===== config.mk =====
export PLATFORM = sky130hd
export DESIGN_NAME = irq_gate_ctrl
export DESIGN_NICKNAME = d
export VERILOG_FILES = /design/src/rtl/irq_gate_pkg.sv /design/src/rtl/irq_enable_flag.sv /design/src/rtl/irq_req_bank.sv /design/src/rtl/irq_lowest_pick.sv /design/src/rtl/irq_gate_ctrl.sv
export SDC_FILE = /design/constraint.sdc
export NUM_CORES = 1
export LEC_CHECK = 0
export BUFFER_PORTS_ARGS = -buffer_cell sky130_fd_sc_hd__buf_2
export CAP_MARGIN = 10
export CORE_MARGIN = 3
export CORE_UTILIZATION = 41
export DETAILED_ROUTE_END_ITERATION = 6
export PLACE_DENSITY = 0.77
export SLEW_MARGIN = 20
export SYNTH_ARGS = -nofsm -noshare
export SYNTH_HDL_FRONTEND = slang
export SYNTH_SLANG_ARGS = --single-unit

===== constraint.sdc =====
create_clock -name clk -period 1.71 [get_ports clk]
set_input_delay 0.2565 -clock clk [delete_from_list [all_inputs] [get_ports clk]]
set_output_delay 0.2565 -clock clk [all_outputs]
set_load 0.005 [all_outputs]

===== src/rtl/irq_gate_pkg.sv =====
package irq_gate_pkg;
  function automatic int idx_width(input int n);
    return (n > 1) ? $clog2(n) : 1;
  endfunction
endpackage


===== src/rtl/irq_enable_flag.sv =====
module irq_enable_flag (
  input  logic clk,
  input  logic rst_n,
  input  logic flag_wr_i,
  input  logic flag_ret_i,
  input  logic flag_val_i,
  input  logic accept_i,
  output logic flag_o,
  output logic eff_en_o
);
  logic flag_q, flag_d, flag_ce;

  // return-from-interrupt bypasses the register for the current decision
  always_comb begin
    eff_en_o = (flag_wr_i && flag_ret_i) ? flag_val_i : flag_q;
    flag_ce  = accept_i | flag_wr_i;
    if (accept_i) flag_d = 1'b0;
    else          flag_d = flag_val_i;
  end

  always_ff @(posedge clk or negedge rst_n) begin
    if (!rst_n)       flag_q <= 1'b0;
    else if (flag_ce) flag_q <= flag_d;
  end

  assign flag_o = flag_q;
endmodule


===== src/rtl/irq_req_bank.sv =====
module irq_req_bank #(
  parameter int N_SRC = 8
) (
  input  logic             clk,
  input  logic             rst_n,
  input  logic [N_SRC-1:0] set_i,
  input  logic             clr_we_i,
  input  logic [N_SRC-1:0] clr_data_i,
  input  logic             ack_i,
  input  logic [N_SRC-1:0] ack_sel_i,
  output logic [N_SRC-1:0] req_o
);
  logic [N_SRC-1:0] req_q;

  for (genvar k = 0; k < N_SRC; k++) begin : g_bit
    logic bit_d, bit_ce, sw_kill, ack_kill;
    always_comb begin
      sw_kill  = clr_we_i & ~clr_data_i[k];
      ack_kill = ack_i & ack_sel_i[k];
      bit_ce   = set_i[k] | sw_kill | ack_kill;
      bit_d    = set_i[k];  // set dominates both clear sources
    end
    always_ff @(posedge clk or negedge rst_n) begin
      if (!rst_n)      req_q[k] <= 1'b0;
      else if (bit_ce) req_q[k] <= bit_d;
    end
  end

  assign req_o = req_q;
endmodule


===== src/rtl/irq_lowest_pick.sv =====
module irq_lowest_pick #(
  parameter int N_SRC = 8,
  localparam int IDX_W = irq_gate_pkg::idx_width(N_SRC)
) (
  input  logic [N_SRC-1:0] req_i,
  output logic             any_o,
  output logic [N_SRC-1:0] onehot_o,
  output logic [IDX_W-1:0] idx_o
);
  logic [N_SRC:0] below;
  assign below[0] = 1'b0;

  for (genvar k = 0; k < N_SRC; k++) begin : g_chain
    assign below[k+1]  = below[k] | req_i[k];
    assign onehot_o[k] = req_i[k] & ~below[k];
  end

  assign any_o = below[N_SRC];

  always_comb begin
    idx_o = '0;
    for (int k = 0; k < N_SRC; k++)
      if (onehot_o[k]) idx_o = idx_o | IDX_W'(k);
  end
endmodule


===== src/rtl/irq_gate_ctrl.sv =====
module irq_gate_ctrl #(
  parameter int N_SRC = 8,
  localparam int IDX_W = irq_gate_pkg::idx_width(N_SRC)
) (
  input  logic             clk,
  input  logic             rst_n,
  input  logic [N_SRC-1:0] irq_i,
  input  logic             req_clr_we_i,
  input  logic [N_SRC-1:0] req_clr_data_i,
  input  logic             boundary_i,
  input  logic             flag_wr_i,
  input  logic             flag_ret_i,
  input  logic             flag_val_i,
  output logic             accept_o,
  output logic [IDX_W-1:0] accept_idx_o,
  output logic [N_SRC-1:0] req_o,
  output logic             ien_o
);
  logic [1:0]       rst_sync_q;
  logic             rst_n_int;
  logic             eff_en, any_pend;
  logic [N_SRC-1:0] win_1h;

  // asynchronous assertion, synchronous release
  always_ff @(posedge clk or negedge rst_n) begin
    if (!rst_n) rst_sync_q <= 2'b00;
    else        rst_sync_q <= {rst_sync_q[0], 1'b1};
  end
  assign rst_n_int = rst_sync_q[1];

  irq_enable_flag u_flag (
    .clk        (clk),
    .rst_n      (rst_n_int),
    .flag_wr_i  (flag_wr_i),
    .flag_ret_i (flag_ret_i),
    .flag_val_i (flag_val_i),
    .accept_i   (accept_o),
    .flag_o     (ien_o),
    .eff_en_o   (eff_en)
  );

  irq_lowest_pick #(.N_SRC(N_SRC)) u_pick (
    .req_i    (req_o),
    .any_o    (any_pend),
    .onehot_o (win_1h),
    .idx_o    (accept_idx_o)
  );

  irq_req_bank #(.N_SRC(N_SRC)) u_bank (
    .clk        (clk),
    .rst_n      (rst_n_int),
    .set_i      (irq_i),
    .clr_we_i   (req_clr_we_i),
    .clr_data_i (req_clr_data_i),
    .ack_i      (accept_o),
    .ack_sel_i  (win_1h),
    .req_o      (req_o)
  );

  assign accept_o = boundary_i & eff_en & any_pend;
endmodule


==> results of run 1 <==
## metal layers
layer | part of all wire | vias to the layer above
li1 | - | 327
met3 | 0.075 | 6
met2 | 0.44 | 27
met5 | 0 | -
met4 | 0.027 | 0
met1 | 0.45 | 296
## synth_stat cells (2+ instances only)
cell,instances
nand2_1,3
a21oi_1,9
nor4_1,3
o21ai_0,5
inv_1,6
dfrtp_1,11
nor2_1,4
nor3_1,2
nand2b_1,5
a32oi_1,3
## sequential cells by signal (all words and copies together), names as in the netlist
register and cells:
rst_sync_q 2, u_flag.flag_o 1, u_bank.req_o 8
## report_power, final
| group | switching, mW | leakage, nW | internal, mW |
|---|---|---|---|
| sequential | 0.0323 | 0.116 | 0.280 |
| clock | 0.0919 | 0.0177 | 0.0866 |
| combinational | 0.0603 | 0.305 | 0.0729 |
## metrics by stage
stage | hold slack, ns | TNS (ns)
after floorplan | -0.0391 | 0
after global placement | 0.0418 | 0
after detailed placement | 0.0434 | 0
after CTS | 0.170 | 0
after global routing | 0.185 | -0.0711
final | 0.163 | 0
## worst register-to-register path, stage by stage (launching register included)
cell     delay [ns]
dfrtp_1        0.46
nor4_4         0.31
buf_4          0.16
buf_4          0.09
buf_4          0.12
a32oi_1        0.09
## logic make-up (layout without fill, tap and decap cells)
group / after synthesis / after routing / synth area share
buffers and inverters: 6 / 54 / 0.0378
AND/OR/NAND/NOR: 22 / 22 / 0.227
multiplexers: 2 / 2 / 0.0546
AO/OA/AOI/OAI: 21 / 21 / 0.212
other: 1 / 1 / 0.00630
flip-flops: 11 / 11 / 0.462
## cell type report
| class | instances | area, µm² |
|---|---|---|
| clock buffers | 3 | 22.5 |
| clock inverters | 1 | 5.00 |
| fillers | 121 | 430 |
| inverters | 6 | 22.5 |
| multi-input cells | 46 | 313 |
| flip-flops and latches | 11 | 277 |
| well taps | 15 | 18.8 |
| repair buffers | 44 | 245 |
## repair_timing
action	in CTS	in global routing
hold buffers	1	0
pin swaps	1	3
endpoints found under the setup margin	2	3
endpoints found under the hold margin	2	0
gates cloned	0	0
resized for setup	2	1
setup buffers	2	2
## worst max-delay path by stage
stage,startpoint,endpoint,slack [ns],cells after the start
after detailed placement,u_bank.req_o[5],accept_o,0.22,4
after floorplan,u_bank.req_o[3],accept_o,0.38,3
after CTS,u_bank.req_o[1],accept_idx_o[0],0.006,4
after global placement,u_bank.req_o[5],accept_o,0.26,4
final,u_bank.req_o[2],accept_idx_o[0],0.04,4
after global routing,u_bank.req_o[5],accept_idx_o[1],-0.04,4
==> summary.txt, run 1 <==
Layout
  • Final Cell Area: 903 µm²
  • Share of layout cells above drive strength 1: 0.468
  • Most common cell after layout, fill and taps aside: buf_2
  • Non-Filler Instances: 126
  • Area Growth Syn to Fin: 51.7%
  • # nets final: 135
  • Most frequent cells in the layout: 35 x buf_2, 10 x dfrtp_1, 9 x a21oi_1
  • Finished Core Util: 0.677
  • Antenna cells: 0

Floorplan
  • Starting density of the core: 0.447
  • DIE WIDTH: 44.1 µm
  • Number of I/O pins: 36
  • Core area: 1330 µm²
  • Row Count: 13
  • Die Y: 44.1 µm
  • Die area: 1950 µm²

Worst setup path
  • Startpoint types: register
  • WS Path Type: reg -> out
  • Arrival @ worst endpoint: 1.41 ns
  • CP endpoint kind: output port
  • Crit-path cells: nor4_4 -> nand4b_1 -> o311ai_1 -> buf_2
  • Worst Path Max Fanout: 6
  • CP delay by family, top: flip-flops
  • Crit path buffers/inverters: 1
  • R2R Path End: u_bank.req_o[5]
  • Worst EP required: 1.45 ns
  • Largest stage delay, worst path: 0.46 ns
  • Crit-path slowest cell: dfrtp_1
  • Register-to-Register Path Depth: 5
  • Worst reg-to-reg setup slack: 0.36 ns
  • Reg2Reg Launch Point: u_bank.req_o[2]

Detailed routing
  • Routed vias/inst: 5.21
  • DR pass1 iterations: 4
  • WL per Instance: 12.4 µm
  • Final WL: 1560 µm
  • First-iteration detailed-routing DRC count: 7
  • DRC: 0
  • Final ANT Viol Nets: 0
  • DR vias: 656

Clocking
  • Clock Path Buffers: 2
  • Root Buffer: clkbuf_4
  • Worst skew pair latency: 0.27 ns
  • CTS Buf Count: 3
  • # clock sinks: 11
  • Reg clk slew, reported paths: 0.07 ns
  • CTS tree: done
  • CTS H-tree lvls: 1

Global routing
  • Largest net degree at the start of global routing: 10
  • Met3 Use GR: 0.0285
  • First-pass GRT wire length: 2440 µm
  • Grt met2 use: 0.259
  • Most used routing layer: met2
  • Vias in the first global route: 576
  • Gr ovfl total: 0
  • Total track usage: 0.173
  • Grt met1 use: 0.232
  • Initial antenna violation count: 0

Timing
  • Fin. Hold Viols: 0
  • Tcrit/Tclk final: 0.975
  • Slew Viols, Final: 0
  • RSZ-0062 raised after global routing: yes
  • Final WS setup: 0.0424 ns
  • Max Freq: 600 MHz
  • Endpoints failing setup: 0
  • Fin crit period: 1.67 ns
  • Clock Skews: 0.00235 ns

Synth
  • Seq cells post-synth: 11
  • Seq/Total Area, Yosys: 0.462
  • Mapped Avg Cell Area: 9.45 µm²
  • Synthesized net count: 86
  • Yosys cell types: 22
  • Ys Warns: 0
  • Async set-reset flop share out of synthesis: 1.00
  • Syn Std Cell Area: 596 µm²
  • Number of synthesized flops with an enable pin: 0
  • Main synth FF type: dfrtp_1
  • Largest area contributor in the netlist: dfrtp_1
  • Post-synthesis instance total: 63
  • Top cell type's share of synthesized area: 0.462
  • Synth top area cells: dfrtp_1 46%, a21oi_1 7.6%, nand2b_1 5.3%

Placement
  • Gpl congestion: 0.827
  • Post-place setup slack: 0.217 ns
  • Detailed Place HPWL: 1220 µm
  • Placed cell area: 820 µm²
  • DP Cell Count: 117
  • Port bufs: 35

Power
  • Total leakage power: 0.439 nW
  • VDD IR max: 0.693 mV
  • Power Density: 691 nW/µm²
  • Overall Power: 624 µW

Flow run
  • Max-cap check violation count: 0

Status
  • Status: completed

Hold path
  • Min-delay worst type: reg -> async
No activity file was read; power rests on OpenSTA's default activity.
==> inputs of run 2 (changes only) <==
--- a/config.mk
+++ b/config.mk
@@ -10,7 +10,7 @@
 export CORE_MARGIN = 3
 export CORE_UTILIZATION = 41
 export DETAILED_ROUTE_END_ITERATION = 6
-export PLACE_DENSITY = 0.77
+export PLACE_DENSITY_LB_ADDON = 0.15
 export SLEW_MARGIN = 20
 export SYNTH_ARGS = -nofsm -noshare
 export SYNTH_HDL_FRONTEND = slang
==> run 2 against run 1 <==
Compared with the run above:
- fmax increased by 0.25%
- critical endpoint unchanged
- non-clock buffer count shrank 1
- sequential share of layout area up 0.49 points
- clock skew down 0.0021 ns
- critical path depth unchanged
- cell count fell by 0.79%
- core utilization down 0.47 points
==> summary.txt, run 2 (synthesis gave the netlist of run 1 again) <==
Worst setup path
  • Worst Path Max Fanout: 4
  • CP startpoint: u_bank.req_o[0]
  • Arrival @ worst endpoint: 1.41 ns
  • Startpoint types: register
  • Crit path buffers/inverters: 1
  • WS Path Type: reg -> out
  • CP delay by family, top: simple AND/OR/NAND/NOR gates
  • Crit-path slowest cell: dfrtp_2
  • Worst EP required: 1.45 ns
  • Largest stage delay, worst path: 0.43 ns
  • Crit-path cells: nor4_4 -> nand4b_1 -> o311ai_1 -> buf_2
  • CP endpoint kind: output port
  • Reg2Reg Launch Point: u_bank.req_o[0]

Floorplan
  • Core area: 1330 µm²
  • Starting density of the core: 0.447
  • Die area: 1950 µm²
  • Row Count: 13
  • Number of I/O pins: 36
  • Die Y: 44.1 µm
  • DIE WIDTH: 44.1 µm

Power
  • Power Density: 688 nW/µm²
  • Sw power: 172 µW
  • Clock share of power: 0.276
  • Overall Power: 617 µW
  • Part of the power in combinational logic: 0.218
  • VDD IR max: 0.473 mV
  • Internal power: 445 µW
  • Sw frac: 0.279
  • Total leakage power: 0.429 nW
  • Seq pwr share: 0.506

Timing
  • Tcrit/Tclk final: 0.973
  • Clock Skews: 0.000215 ns
  • Worst hold margin: 0.144 ns
  • Final WS setup: 0.0466 ns
  • Final TNS setup: 0 ns
  • Max Freq: 601 MHz
  • Fin crit period: 1.66 ns
  • Fin. Hold Viols: 0
  • RSZ-0062 raised after global routing: yes
  • Endpoints failing setup: 0
  • Slew Viols, Final: 0

Flow run
  • Max-cap check violation count: 0

Layout
  • Max FFs per register: 8
  • Share of layout cells above drive strength 1: 0.473
  • Area Growth Syn to Fin: 50.6%
  • Area of the multi-input gates: 313 µm²
  • Most common cell after layout, fill and taps aside: buf_2
  • Reg area: 279 µm²
  • Finished Core Util: 0.673
  • Antenna cells: 0
  • Final Cell Area: 897 µm²
  • Layout fillers: 131
  • Most frequent cells in the layout: 35 x buf_2, 9 x a21oi_1, 8 x dfrtp_1
  • Non-Filler Instances: 125
  • # nets final: 134

Clocking
  • Clock Path Buffers: 2
  • Root Buffer: clkbuf_4
  • Worst skew pair latency: 0.26 ns
  • CTS Buf Count: 3
  • Reg clk slew, reported paths: 0.07 ns
  • # clock sinks: 11
  • CTS tree: done
  • CTS H-tree lvls: 1

Global routing
  • Total track usage: 0.166
  • Vias in the first global route: 588
  • Largest net degree at the start of global routing: 10
  • First-pass GRT wire length: 2370 µm
  • Initial antenna violation count: 0
  • Gr ovfl total: 0

Status
  • Status: completed

Detailed routing
  • DR pass1 iterations: 2
  • Routed vias/inst: 5.08
  • DR vias: 635
  • Final ANT Viol Nets: 0
  • WL per Instance: 12.3 µm
  • First-iteration detailed-routing DRC count: 3
  • DRC: 0
  • Final WL: 1530 µm

Placement
  • DP Cell Count: 116
  • Gpl congestion: 0.818
  • Detailed Place HPWL: 1190 µm
  • Post-place setup slack: 0.217 ns
  • Placed cell area: 812 µm²
  • Port bufs: 35

Hold path
  • Min-delay worst type: reg -> async
-- run 2: final timing paths --
path                                   end  slack (ns)  depth (start not counted)
hold reg to reg              u_flag.flag_o        0.14                          0
hold / removal               u_flag.flag_o        0.14                          0
max in group asynchronous  u_bank.req_o[1]        1.29                          0
setup reg to reg           u_bank.req_o[6]        0.41                          4
min in group clk           u_bank.req_o[0]        0.19                          2
setup / recovery           accept_idx_o[0]        0.05                          4
-- run 2: metal layers --
layer / vias to the layer above / track usage / routed length (µm)
met1: 282 / 0.197 / 702
met5: - / 0 / 0
met3: 4 / 0.0203 / 117
met2: 24 / 0.276 / 683
met4: 0 / 0.114 / 29
li1: 325 / - / -
-- run 2: what timing repair did --
action,4_1_cts,5_1_grt
buffers inserted,3,1
endpoints found under the setup margin,2,2
hold buffers,1,0
resized for setup,2,3
endpoints found under the hold margin,2,0
pin swaps,1,1
-- run 2: final cells by class --
cell class,instances,area share
multi-input combinational,46,0.349
tap,15,0.0209
inverter,6,0.0251
sequential,11,0.311
timing repair buffer,43,0.265
clock buffer,4,0.0293
-- run 2: power groups by stage --
| stage | sequential [mW] | clock [mW] | combinational (mW) |
|---|---|---|---|
| floorplan | 0.315 | 0 | 0.0484 |
| global placement | 0.317 | 0 | 0.116 |
| detailed placement | 0.318 | 0 | 0.119 |
| CTS | 0.309 | 0.178 | 0.132 |
| global route | 0.316 | 0.188 | 0.149 |
| finish | 0.312 | 0.170 | 0.135 |
==> inputs of run 3 (changes only) <==
--- a/config.mk
+++ b/config.mk
@@ -10,6 +10,7 @@
 export CORE_MARGIN = 3
 export CORE_UTILIZATION = 41
 export DETAILED_ROUTE_END_ITERATION = 6
+export GPL_TIMING_DRIVEN = 0
 export PLACE_DENSITY_LB_ADDON = 0.15
 export SLEW_MARGIN = 20
 export SYNTH_ARGS = -nofsm -noshare
==> run 3 against run 2 <==
Compared with the run above:
- sequential cell count stayed put
- hold slack better by 0.011 ns
- design area increased by 2.1%
- setup slack worse by 0.029 ns
- first-iteration DRC count grew 100%
- clock skew grew 0.0041 ns
- sequential share of layout area fell by 0.36 points
- critical path type unchanged
==> summary.txt, run 3 (synthesis gave the netlist of run 1 again) <==
Detailed routing
  • WL per Instance: 13.2 µm
  • DR pass1 iterations: 3
  • Routed vias/inst: 5.20
  • First-iteration detailed-routing DRC count: 6
  • DR vias: 655
  • Final ANT Viol Nets: 0
  • Final WL: 1670 µm
  • DRC: 0

Floorplan
  • Row Count: 13
  • Starting density of the core: 0.447
  • Core area: 1330 µm²
  • Die Y: 44.1 µm
  • Number of I/O pins: 36
  • DIE WIDTH: 44.1 µm
  • Die area: 1950 µm²

Power
  • Power Density: 683 nW/µm²
  • Overall Power: 626 µW
  • Total leakage power: 0.433 nW
  • VDD IR max: 0.435 mV

Worst setup path
  • WS Path Type: reg -> out
  • Worst Path Max Fanout: 4
  • CP endpoint kind: output port
  • Arrival @ worst endpoint: 1.44 ns
  • R2R Path End: u_bank.req_o[6]
  • Reg2Reg Launch Point: u_bank.req_o[2]
  • Startpoint types: register
  • Worst EP required: 1.45 ns
  • Register-to-Register Path Depth: 3
  • Worst reg-to-reg setup slack: 0.47 ns

Clocking
  • Root Buffer: clkbuf_4
  • Clock Path Buffers: 2
  • Worst skew pair latency: 0.26 ns
  • CTS Buf Count: 3
  • # clock sinks: 11
  • CTS tree: done
  • Reg clk slew, reported paths: 0.07 ns
  • CTS H-tree lvls: 1

Layout
  • Reg area: 282 µm²
  • Most common cell after layout, fill and taps aside: buf_2
  • Area Growth Syn to Fin: 53.8%
  • Area of the multi-input gates: 315 µm²
  • Antenna cells: 0
  • Share of layout cells above drive strength 1: 0.505
  • Layout fillers: 114
  • Most frequent cells in the layout: 34 x buf_2, 9 x a21oi_1, 8 x buf_4
  • # nets final: 135
  • Final Cell Area: 916 µm²
  • Max FFs per register: 8

Placement
  • Detailed Place HPWL: 1180 µm
  • Post-place setup slack: 0.135 ns
  • Gpl congestion: 0.753
  • Placed cell area: 790 µm²
  • Port bufs: 35

Timing
  • Endpoints failing setup: 0
  • Fin crit period: 1.69 ns
  • RSZ-0062 raised after global routing: yes
  • Clock Skews: 0.00431 ns
  • Max Freq: 591 MHz
  • Final WS setup: 0.0175 ns
  • Tcrit/Tclk final: 0.990
  • Slew Viols, Final: 0
  • Fin. Hold Viols: 0

Status
  • Status: completed

Global routing
  • First-pass GRT wire length: 2350 µm
  • Gr ovfl total: 0
  • Vias in the first global route: 562
  • Largest net degree at the start of global routing: 11
  • Total track usage: 0.164
  • Initial antenna violation count: 0

Hold path
  • Min-delay worst type: reg -> async

Flow run
  • Max-cap check violation count: 0
run 3: cell types whose count changed in the layout (fill, tap and decap cells not counted):
cell / previous run / this run
and2_1: 1 / 0
and2_4: 0 / 1
dfrtp_1: 8 / 6
buf_6: 0 / 1
buf_4: 7 / 8
buf_2: 35 / 34
dfrtp_2: 3 / 5
run 3: report_power, final:
| part | leakage [nW] | total, mW | switching [mW] | internal, mW |
|---|---|---|---|---|
| clock network | 0.0150 | 0.171 | 0.0806 | 0.0899 |
| logic | 0.305 | 0.142 | 0.0634 | 0.0788 |
| registers | 0.113 | 0.313 | 0.0315 | 0.282 |
run 3: final cells by class:
class                      count  area share
multi-input combinational     46       0.344
sequential                    11       0.307
timing repair buffer          44       0.275
clock buffer                   4      0.0287
inverter                       6      0.0246
tap                           15      0.0205
run 3: worst max-delay path by stage:
| stage | to | slack [ns] | from | depth (start not counted) |
|---|---|---|---|---|
| detailed placement | accept_idx_o[0] | 0.13 | u_bank.req_o[3] | 4 |
| global route | accept_idx_o[0] | -0.08 | u_bank.req_o[2] | 4 |
| global placement | accept_idx_o[0] | 0.14 | u_bank.req_o[2] | 4 |
| floorplan | accept_o | 0.38 | u_bank.req_o[3] | 3 |
| finish | accept_idx_o[0] | 0.02 | u_bank.req_o[2] | 4 |
| CTS | accept_idx_o[0] | -0.002 | u_bank.req_o[2] | 4 |
run 3: metrics by stage:
step / cells / TNS (ns) / hold slack (ns) / util
5_1_grt: 126 / -0.134 / 0.180 / 0.687
3_3_place_gp: 113 / 0 / 0.0411 / 0.592
3_5_place_dp: 113 / 0 / 0.0435 / 0.592
2_1_floorplan: 63 / 0 / -0.0391 / -
4_1_cts: 120 / -0.00175 / 0.169 / 0.645
6_report: 126 / 0 / 0.155 / 0.687
run 3: timing repair:
item / CTS / global route
setup endpoints to repair: 3 / 3
pin swaps: 1 / 2
hold buffers: 1 / 0
hold endpoints to repair: 2 / 0
setup buffers: 2 / 6
gates resized for setup: 6 / 3
run 3: worst max-delay path: stages, from the launching register on:
cell and delay [ns]:
dfrtp_2 0.42, nor4_4 0.37, nand4b_1 0.14, o311ai_1 0.09
buf_2 0.16
run 3: routing by layer:
| layer | global-route usage | share of wire | vias to the layer above | wire length [µm] |
|---|---|---|---|---|
| li1 | - | - | 324 | - |
| met1 | 0.191 | 0.42 | 309 | 704 |
| met2 | 0.294 | 0.51 | 20 | 857 |
| met3 | 0.0244 | 0.055 | 2 | 92 |
| met4 | 0.0723 | 0.0084 | 0 | 14 |
| met5 | 0 | 0 | - | 0 |
